File: src/rtl/pic_cascade_pkg.sv
package pic_cascade_pkg;
    localparam int PIC_LINES = 8;
    localparam int PIC_LW    = $clog2(PIC_LINES);

    typedef struct packed {
        logic [PIC_LINES-1:0] irr;
        logic [PIC_LINES-1:0] prev;
        logic [PIC_LINES-1:0] isr;
        logic [PIC_LW-1:0]    offset;
    } bank_state_t;

    typedef struct packed {
        logic [2*PIC_LINES-1:0] trig;
        logic [7:0]             vec;
        logic                   vld;
    } top_state_t;
endpackage

File: src/rtl/pic_prio_resolver.sv
module pic_prio_resolver
    import pic_cascade_pkg::*;
#(
    parameter int NL = PIC_LINES,
    localparam int LW = $clog2(NL)
) (
    input  logic [NL-1:0] req,
    input  logic [NL-1:0] busy,
    input  logic [LW-1:0] offset,
    output logic          hit,
    output logic [LW-1:0] line
);
    logic [LW:0]   req_rank;
    logic [LW:0]   busy_rank;
    logic [LW-1:0] idx;

    // rank = distance from the offset; scanning downward keeps the smallest
    always_comb begin
        req_rank  = (LW+1)'(NL);
        busy_rank = (LW+1)'(NL);
        idx       = '0;
        for (int p = NL - 1; p >= 0; p--) begin
            idx = LW'(p) + offset;
            if (req[idx])  req_rank  = (LW+1)'(p);
            if (busy[idx]) busy_rank = (LW+1)'(p);
        end
        hit  = (req_rank < busy_rank);
        line = req_rank[LW-1:0] + offset;
    end
endmodule

File: src/rtl/pic_bank.sv
module pic_bank
    import pic_cascade_pkg::*;
#(
    parameter int NL = PIC_LINES,
    localparam int LW = $clog2(NL)
) (
    input  logic          clk,
    input  logic          rst_n,
    input  logic [NL-1:0] lvl,
    input  logic [NL-1:0] level_mode,
    input  logic          ack_en,
    input  logic [LW-1:0] ack_line,
    input  logic          aeoi,
    input  logic          rot_aeoi,
    output logic          hit,
    output logic [LW-1:0] line
);
    bank_state_t st_d, st_q;

    pic_prio_resolver #(.NL(NL)) u_res (
        .req    (st_q.irr),
        .busy   (st_q.isr),
        .offset (st_q.offset),
        .hit    (hit),
        .line   (line)
    );

    always_comb begin
        st_d = st_q;
        if (ack_en) begin
            if (aeoi) begin
                if (rot_aeoi) st_d.offset = ack_line + LW'(1);
            end else begin
                st_d.isr[ack_line] = 1'b1;
            end
            if (!level_mode[ack_line]) st_d.irr[ack_line] = 1'b0;
        end
        for (int i = 0; i < NL; i++) begin
            if (level_mode[i]) begin
                st_d.irr[i] = lvl[i];
            end else if (lvl[i] && !st_q.prev[i]) begin
                st_d.irr[i] = 1'b1;
            end
            st_d.prev[i] = lvl[i];
        end
    end

    always_ff @(posedge clk or negedge rst_n) begin
        if (!rst_n) st_q <= '0;
        else        st_q <= st_d;
    end
endmodule

File: src/rtl/pic_cascade_ack.sv
module pic_cascade_ack
    import pic_cascade_pkg::*;
#(
    parameter logic [PIC_LINES-1:0] MASTER_TRIG_MASK = 8'hF8,
    parameter logic [PIC_LINES-1:0] SLAVE_TRIG_MASK  = 8'hDE,
    parameter int                   CASCADE_LINE     = 2
) (
    input  logic        clk,
    input  logic        rst_n,
    input  logic [15:0] irq_in,
    input  logic        trig_we,
    input  logic [15:0] trig_wdata,
    input  logic        ack,
    input  logic [7:0]  m_base,
    input  logic [7:0]  s_base,
    input  logic        m_aeoi,
    input  logic        m_rot_aeoi,
    input  logic        s_aeoi,
    input  logic        s_rot_aeoi,
    output logic [7:0]  vector,
    output logic        vec_valid,
    output logic        int_out
);
    localparam int NL = PIC_LINES;
    localparam int LW = PIC_LW;
    localparam logic [2*NL-1:0] TRIG_MASK = {SLAVE_TRIG_MASK, MASTER_TRIG_MASK};
    localparam logic [LW-1:0]   CASC      = LW'(CASCADE_LINE);
    localparam logic [7:0]      BASE_KEEP = ~8'(NL - 1);

    top_state_t    t_d, t_q;
    logic          m_hit, s_hit;
    logic [LW-1:0] m_line, s_line;
    logic [NL-1:0] m_lvl;
    logic          m_ack, s_ack, casc_win;

    always_comb begin
        m_lvl       = irq_in[NL-1:0];
        m_lvl[CASC] = s_hit;
    end

    assign casc_win = m_hit && (m_line == CASC);
    assign m_ack    = ack && m_hit;
    assign s_ack    = ack && casc_win && s_hit;

    pic_bank #(.NL(NL)) u_master (
        .clk        (clk),
        .rst_n      (rst_n),
        .lvl        (m_lvl),
        .level_mode (t_q.trig[NL-1:0]),
        .ack_en     (m_ack),
        .ack_line   (m_line),
        .aeoi       (m_aeoi),
        .rot_aeoi   (m_rot_aeoi),
        .hit        (m_hit),
        .line       (m_line)
    );

    pic_bank #(.NL(NL)) u_slave (
        .clk        (clk),
        .rst_n      (rst_n),
        .lvl        (irq_in[2*NL-1:NL]),
        .level_mode (t_q.trig[2*NL-1:NL]),
        .ack_en     (s_ack),
        .ack_line   (s_line),
        .aeoi       (s_aeoi),
        .rot_aeoi   (s_rot_aeoi),
        .hit        (s_hit),
        .line       (s_line)
    );

    always_comb begin
        t_d     = t_q;
        t_d.vld = ack;
        if (trig_we) t_d.trig = trig_wdata & TRIG_MASK;
        if (ack) begin
            if (!m_hit) begin
                t_d.vec = (m_base & BASE_KEEP) | 8'(NL - 1);
            end else if (casc_win) begin
                t_d.vec = (s_base & BASE_KEEP) | (s_hit ? 8'(s_line) : 8'(NL - 1));
            end else begin
                t_d.vec = (m_base & BASE_KEEP) | 8'(m_line);
            end
        end
    end

    always_ff @(posedge clk or negedge rst_n) begin
        if (!rst_n) t_q <= '0;
        else        t_q <= t_d;
    end

    assign vector    = t_q.vec;
    assign vec_valid = t_q.vld;
    assign int_out   = m_hit;
endmodule

File: config.mk
export PLATFORM = sky130hd
export DESIGN_NAME = pic_cascade_ack
export DESIGN_NICKNAME = d
export VERILOG_FILES = /design/src/rtl/pic_cascade_pkg.sv /design/src/rtl/pic_prio_resolver.sv /design/src/rtl/pic_bank.sv /design/src/rtl/pic_cascade_ack.sv
export SDC_FILE = /design/constraint.sdc
export NUM_CORES = 1
export LEC_CHECK = 0
export BUFFER_PORTS_ARGS = -buffer_cell sky130_fd_sc_hd__buf_2
export CORE_ASPECT_RATIO = 0.6
export CORE_MARGIN = 1.5
export CORE_UTILIZATION = 55
export DETAILED_ROUTE_END_ITERATION = 12
export GPL_ROUTABILITY_DRIVEN = 0
export HOLD_SLACK_MARGIN = 0.05
export PLACE_DENSITY = 0.76
export SLEW_MARGIN = 20
export SYNTH_ARGS = -nofsm -noshare
export SYNTH_HDL_FRONTEND = slang
export SYNTH_SLANG_ARGS = --single-unit
File: constraint.sdc
create_clock -name clk -period 6.7 [get_ports clk]
set_input_delay 1.005 -clock clk [delete_from_list [all_inputs] [get_ports clk]]
set_output_delay 1.005 -clock clk [all_outputs]
set_load 0.01 [all_outputs]
==> results.yml, run 1 <==
drt:
  antenna_left: 0
  vias: 4644
  post-route-drc-count: 0
  routed_wl_microns: 14100
  drt_iter0_drc: 522
  avgViaCountPerCell: 6.40
  dr.pass1.iters: 5
  wl_per_cell_microns: 19.4
final_layout:
  fillers: 780
  layout-drive-gt1-share: 0.249
  fin_cells: 726
  layout.nets: 659
  seqCellArea_sq_um: 1850
  antennaDiodeCount: 0
  stdcell_area_sq_um: 6200
  area_growth_pct: 9.76
  multiInputGateArea_sq_um: 3460
outcome:
  status: "completed"
yosys:
  synthFlopType: "dfrtp_1"
  ys_ff_latch: 74
  synth.distinct_cells: 66
  yosysSeqAreaShare: 0.328
  avgSynthCellArea_sq_um: 10.2
  synthSimpleGateAreaFrac: 0.148
  synthMuxAreaShare: 0.255
  synth-xor-area-share: 0.0210
  synth_top_family_by_area: "multiplexers"
  postSynth.asyncResetShare: 1.00
  synth_fa_ha_area_frac: 0.0403
  synth-compound-area-share: 0.148
  yosysWarnings: 0
  syn_area_sq_um: 5650
  synth-edff-count: 0
  synth_fp_nets: 629
  synth_cells: 556
placement:
  port_buffers: 53
  placed_cell_area_sq_um: 5920
  dp.final_hpwl_microns: 10600
  dp.cells: 710
hold_path:
  worstHoldPathCells: 1
  hold_end: "u_master.st_q[19]"
  hold_start: "u_master.st_q[11]"
  hp-class: "flip-flop to flip-flop"
setup_path:
  arrival_ns: 6.08
  timing.rr.end: "vector[0]"
  r2r-start: "u_slave.st_q[1]"
  reg2reg_depth: 13
  timing.critical_path.fanout_max: 15
  cp.required_ns: 6.93
  end_kind: "flip-flop"
  start_kind: "flip-flop"
  r2r_slack_ns: 0.85
  timing_worst_setup_path_type: "flip-flop to flip-flop"
clocking:
  cts_htree_levels: 3
  ctsHoldBuffers: 0
  post-cts-setup-buffers: 0
  clk_latency_ns: 0.34
  path_clk_slew_ns: 0.06
  cts_buffers: 9
  cts_tree: "done"
  post_cts_resized: 0
  cts_sinks: 74
  clockBufferDepth: 2
  cts-root-buf: "clkbuf_16"
power_and_ir_drop:
  clkPwrFrac: 0.136
  leakagePower_nw: 2.59
  p_sw_mw: 1.58
  power_density_nw_per_um2: 536
  power.share.sequential: 0.199
  p_int_mw: 1.74
  p_comb_frac: 0.664
  vdd_drop_max_mv: 0.307
  p_sw_frac: 0.476
floorplan:
  fp.dieH_microns: 81.5
  num_io_pins: 66
  num_rows: 28
  die_area_sq_um: 10900
  die_w_microns: 134
  initial_core_util: 0.570
  core-area_sq_um: 9910
sta:
  relSlewSlack: 0.338
  tightest_slew_ns: 0.986
  setup_tns_ns: 0
  layout_min_cycle_time_ns: 5.85
  holdWs_ns: 0.429
  maxSlewViolCount: 0
  rsz0062_at_grt: "no"
  setup-violations-final: 0
  final.setup_skew_ns: 0.00489
  min_period_over_period: 0.874
  hold_viol: 0
  max_freq_mhz: 171
global_routing:
  grt_pass1_vias: 4399
  track_usage: 0.272
  grt_max_degree: 75
  antenna_found_initial: 0
  grt_pass1_wl_microns: 22800
  grt_overflow_total: 0
job:
  cap_violations: 0
## cell usage in the layout (no fill, tap or decap), types with 5 or more instances in the layout
cell type and instances:
dfrtp_1 74, buf_2 52, nand2_1 47, nor2_1 38, inv_1 37, mux2i_1 34, mux4_2 31, mux2_2 30
o21ai_0 25, nor3_1 16, ha_1 15, nand3_1 14, a21oi_1 13, o21bai_1 11, o31ai_1 9, clkbuf_16 9
nor2b_1 8, nand4_1 8, nand2b_1 8, a32o_1 7, a21o_1 7, or2_2 6, a2bb2oi_1 5, buf_4 5
## power by group through the flow
stage / Sequential [mW] / Clock (mW) / Combinational (mW)
2_1_floorplan: 0.597 / 0 / 1.75
3_3_place_gp: 0.653 / 0 / 2.09
3_5_place_dp: 0.665 / 0 / 2.16
4_1_cts: 0.658 / 0.460 / 2.18
5_1_grt: 0.675 / 0.483 / 2.41
6_report: 0.662 / 0.453 / 2.21
## state kept, by name, summed over array words and instances (netlist names)
name,count
t_q,11
u_master.st_q,27
u_slave.st_q,27
vec_valid,1
vector,8
## routing by layer
layer,share of wire,wire [microns],vias to the layer above,track usage
met4,0.0057,80,0,0.0435
met2,0.42,5890,223,0.392
met5,0,0,-,0
met3,0.10,1430,9,0.0944
met1,0.47,6670,2283,0.402
li1,-,-,2129,-
## how the worst max path moves through the flow
stage	end	slack, ns	startpoint
final	vector[0]	0.85	u_slave.st_q[1]
after global routing	vector[1]	0.46	u_slave.st_q[1]
after CTS	vector[0]	0.91	u_slave.st_q[1]
after detailed placement	vector[0]	0.91	u_slave.st_q[1]
after global placement	vector[1]	1.13	u_slave.st_q[1]
after floorplan	u_slave.st_q[26]	1.27	u_slave.st_q[0]
## critical path: stages (launching register included)
cell	delay, ns
dfrtp_1	0.85
inv_1	0.17
ha_1	0.36
xnor2_1	0.82
mux2i_1	0.21
a221oi_1	0.57
nor2_1	0.16
nand2_1	0.13
nor3_1	0.06
ha_1	0.21
or4_1	0.50
o32ai_1	0.72
nand4_1	0.54
o221a_2	0.45
## Yosys cell counts (4+ instances only)
library cell,n,area share
a21o_1,7,0.0093
a21oi_1,13,0.012
a2bb2oi_1,5,0.0077
a32o_1,7,0.012
a32oi_1,4,0.0062
buf_1,4,0.0027
buf_2,6,0.0053
buf_4,11,0.015
clkbuf_1,16,0.011
dfrtp_1,74,0.33
ha_1,15,0.033
inv_1,37,0.025
mux2_2,30,0.060
mux2i_1,34,0.060
mux4_2,31,0.12
nand2_1,47,0.031
nand2b_1,8,0.0089
nand3_1,14,0.012
nand4_1,8,0.0089
nor2_1,38,0.025
nor2b_1,8,0.0089
nor3_1,16,0.014
nor3b_1,4,0.0053
o21ai_0,25,0.022
o21bai_1,11,0.015
o31ai_1,9,0.012
or2_2,6,0.0066
xnor2_1,4,0.0062
xor2_1,4,0.0062
## through the flow
stage               setup WS [ns]  power (mW)  utilization
global placement             1.13        2.74        0.597
global route                0.457        3.57        0.626
CTS                         0.909        3.30        0.626
floorplan                    1.27        2.34            -
detailed placement          0.910        2.82        0.597
finish                      0.846        3.32        0.626
## final cells by class
| class | count | share of cell area |
|---|---|---|
| clock buffer | 14 | 0.0442 |
| clock inverter | 2 | 0.00161 |
| inverter | 37 | 0.0224 |
| multi-input combinational | 407 | 0.558 |
| sequential | 74 | 0.298 |
| tap | 135 | 0.0272 |
| timing repair buffer | 57 | 0.0480 |
## cells by family (layout without fill, tap and decap cells)
logic type	count (synthesis)	count (layout)
multiplexers	98	98
adder cells (fa/ha/maj)	17	17
buffers and inverters	75	110
AO/OA/AOI/OAI	114	114
AND/OR/NAND/NOR	167	167
flip-flops	74	74
XOR/XNOR	11	11
(Power assumes the default switching activity.)
==> run 2, diff against run 1 <==
==> constraint.sdc (replaced) <==
create_clock -name clk -period 6.7 [get_ports clk]
set_input_delay 0.335 -clock clk [delete_from_list [all_inputs] [get_ports clk]]
set_output_delay 0.335 -clock clk [all_outputs]
set_load 0.01 [all_outputs]
==> run 2 against run 1 <==
  * Maximum frequency up 0.63%
  * Critical path depth unchanged
  * Die area did not move
  * First-iteration DRC count increased by 21%
  * Non-clock buffer count is 1 lower
  * Clock power increased by 20%
  * Total power increased by 3.1%
  * Clock skew up 0.0030 ns
  * Via count grew 2.0%
  * Critical endpoint is now vector[1]
==> results.yml, run 2 (synthesis results as in run 1) <==
outcome:
  status: "completed"
floorplan:
  num_io_pins: 66
  core-area_sq_um: 9910
  initial_core_util: 0.570
  fp.dieH_microns: 81.5
  die_w_microns: 134
  die_area_sq_um: 10900
  num_rows: 28
setup_path:
  critPathSlowestCell: "dfrtp_1"
  end_kind: "flip-flop"
  timing.rr.end: "vector[1]"
  cpMostUsedCell: "ha_1"
  timing.critical_path.fanout_max: 15
  worstSetupStartpoint: "u_slave.st_q[1]"
  timing_worst_setup_path_type: "flip-flop to flip-flop"
  start_kind: "flip-flop"
  critical_path.top_delay_family: "compound AO/OA/AOI/OAI gates"
  crit_buf_inv: 1
  cp.required_ns: 6.92
  crit_path_cell_trace: "inv_1, ha_1, xnor2_1, mux2i_1, a221oi_1, nor2_1, nand2_1, nor3_1, ha_1, or4_1, o32ai_1, nand4_1, o221a_2"
  r2r-start: "u_slave.st_q[1]"
  reg2reg_depth: 13
  r2r_slack_ns: 0.88
  arrival_ns: 6.04
  cp_slowest_stage_delay_ns: 0.84
sta:
  setup-violations-final: 0
  setup_tns_ns: 0
  maxSlewViolCount: 0
  final.setup_skew_ns: 0.00787
  rsz0062_at_grt: "no"
  hold_viol: 0
  holdWs_ns: 0.117
  min_period_over_period: 0.868
  tightest_slew_ns: 0.978
  relSlewSlack: 0.343
  max_freq_mhz: 172
  layout_min_cycle_time_ns: 5.82
  fin_ws_ns: 0.882
global_routing:
  track_usage: 0.281
  grt_pass1_vias: 4605
  busiest_layer: "met2"
  grt_pass1_wl_microns: 23700
  grtUsageMet2: 0.425
  grt_use_met1: 0.413
  globalRouteMet3Util: 0.0728
  grt_max_degree: 75
  grt_overflow_total: 0
  antenna_found_initial: 0
placement:
  dp.cells: 709
  placed_cell_area_sq_um: 5910
  port_buffers: 53
  dp.final_hpwl_microns: 10800
  pre_cts_ws_ns: 1.01
power_and_ir_drop:
  power_density_nw_per_um2: 548
  total_power_mw: 3.43
  vdd_drop_max_mv: 0.297
  leakagePower_nw: 2.60
job:
  cap_violations: 0
drt:
  routed_wl_microns: 14600
  wl_per_cell_microns: 20.1
  vias: 4739
  dr.pass1.iters: 5
  avgViaCountPerCell: 6.54
  antenna_left: 0
  drt_iter0_drc: 630
  post-route-drc-count: 0
clocking:
  clk_latency_ns: 0.34
  cts_tree: "done"
  cts_htree_levels: 3
  cts_sinks: 74
  ctsHoldBuffers: 0
  cts-root-buf: "clkbuf_16"
  post-cts-setup-buffers: 0
  cts_buffers: 9
  path_clk_slew_ns: 0.06
  post_cts_resized: 0
  clockBufferDepth: 2
final_layout:
  area_growth_pct: 10.5
  final_cell_mix: "dfrtp_1 (74), buf_2 (52), nand2_1 (47), nor2_1 (38), inv_1 (37)"
  stdcell_area_sq_um: 6250
  layout.nets: 658
  reg_top3: "u_master.st_q x27, u_slave.st_q x27, t_q x11"
  final_util: 0.630
  layout-drive-gt1-share: 0.247
  layout_commonest_cell: "dfrtp_1"
  antennaDiodeCount: 0
  fillers: 794
  fin_cells: 725
hold_path:
  hold_end: "u_master.st_q[12]"
  worstHoldPathCells: 1
  hold_start: "irq_in[1]"
  hp-class: "primary input to flip-flop"
## run 2: changes by cell type in the layout (fill, tap and decap cells not counted), sizes merged
cell	before	now
bufinv	0	3
clkinvlp	0	1
buf	57	56
clkbuf	14	11
clkinv	2	1
## run 2: cell type report
| class | instances | area, sq um | share of cell area |
|---|---|---|---|
| multi-input cells | 407 | 3460 | 0.554 |
| clock buffers | 11 | 233 | 0.0372 |
| clock inverters | 5 | 103 | 0.0164 |
| well taps | 135 | 169 | 0.0270 |
| repair buffers | 56 | 290 | 0.0465 |
| flip-flops and latches | 74 | 1850 | 0.296 |
| inverters | 37 | 139 | 0.0222 |
## run 2: worst reg2reg max path: cells and delay by family, from the launching register on
kind / cells / cell delay [ns]
simple gates: 5 / 1.37
xor+xnor: 1 / 0.81
flops: 1 / 0.84
mux: 1 / 0.19
compound gates: 3 / 1.72
buf+inv: 1 / 0.17
fa+ha+maj: 2 / 0.59
## run 2: worst max path at each step
stage          cells past startpoint          endpoint  slack [ns]
3_3_place_gp                      13         vector[1]        1.18
3_5_place_dp                      13         vector[1]        1.01
6_report                          13         vector[1]        0.88
2_1_floorplan                     16  u_slave.st_q[26]        1.27
5_1_grt                           13         vector[1]        0.42
4_1_cts                           13         vector[1]        0.97
## run 2: power breakdown
part / switching [mW] / internal, mW / total (mW)
combinational: 1.30 / 0.919 / 2.22
clock: 0.181 / 0.363 / 0.544
sequential: 0.133 / 0.531 / 0.664
total: 1.61 / 1.81 / 3.43
## run 2: layer usage
layer  vias to the layer above  wire [microns]
li1                       2123               -
met1                      2349            6890
met2                       255            6310
met3                        12            1300
met4                         0              80
met5                         -               0
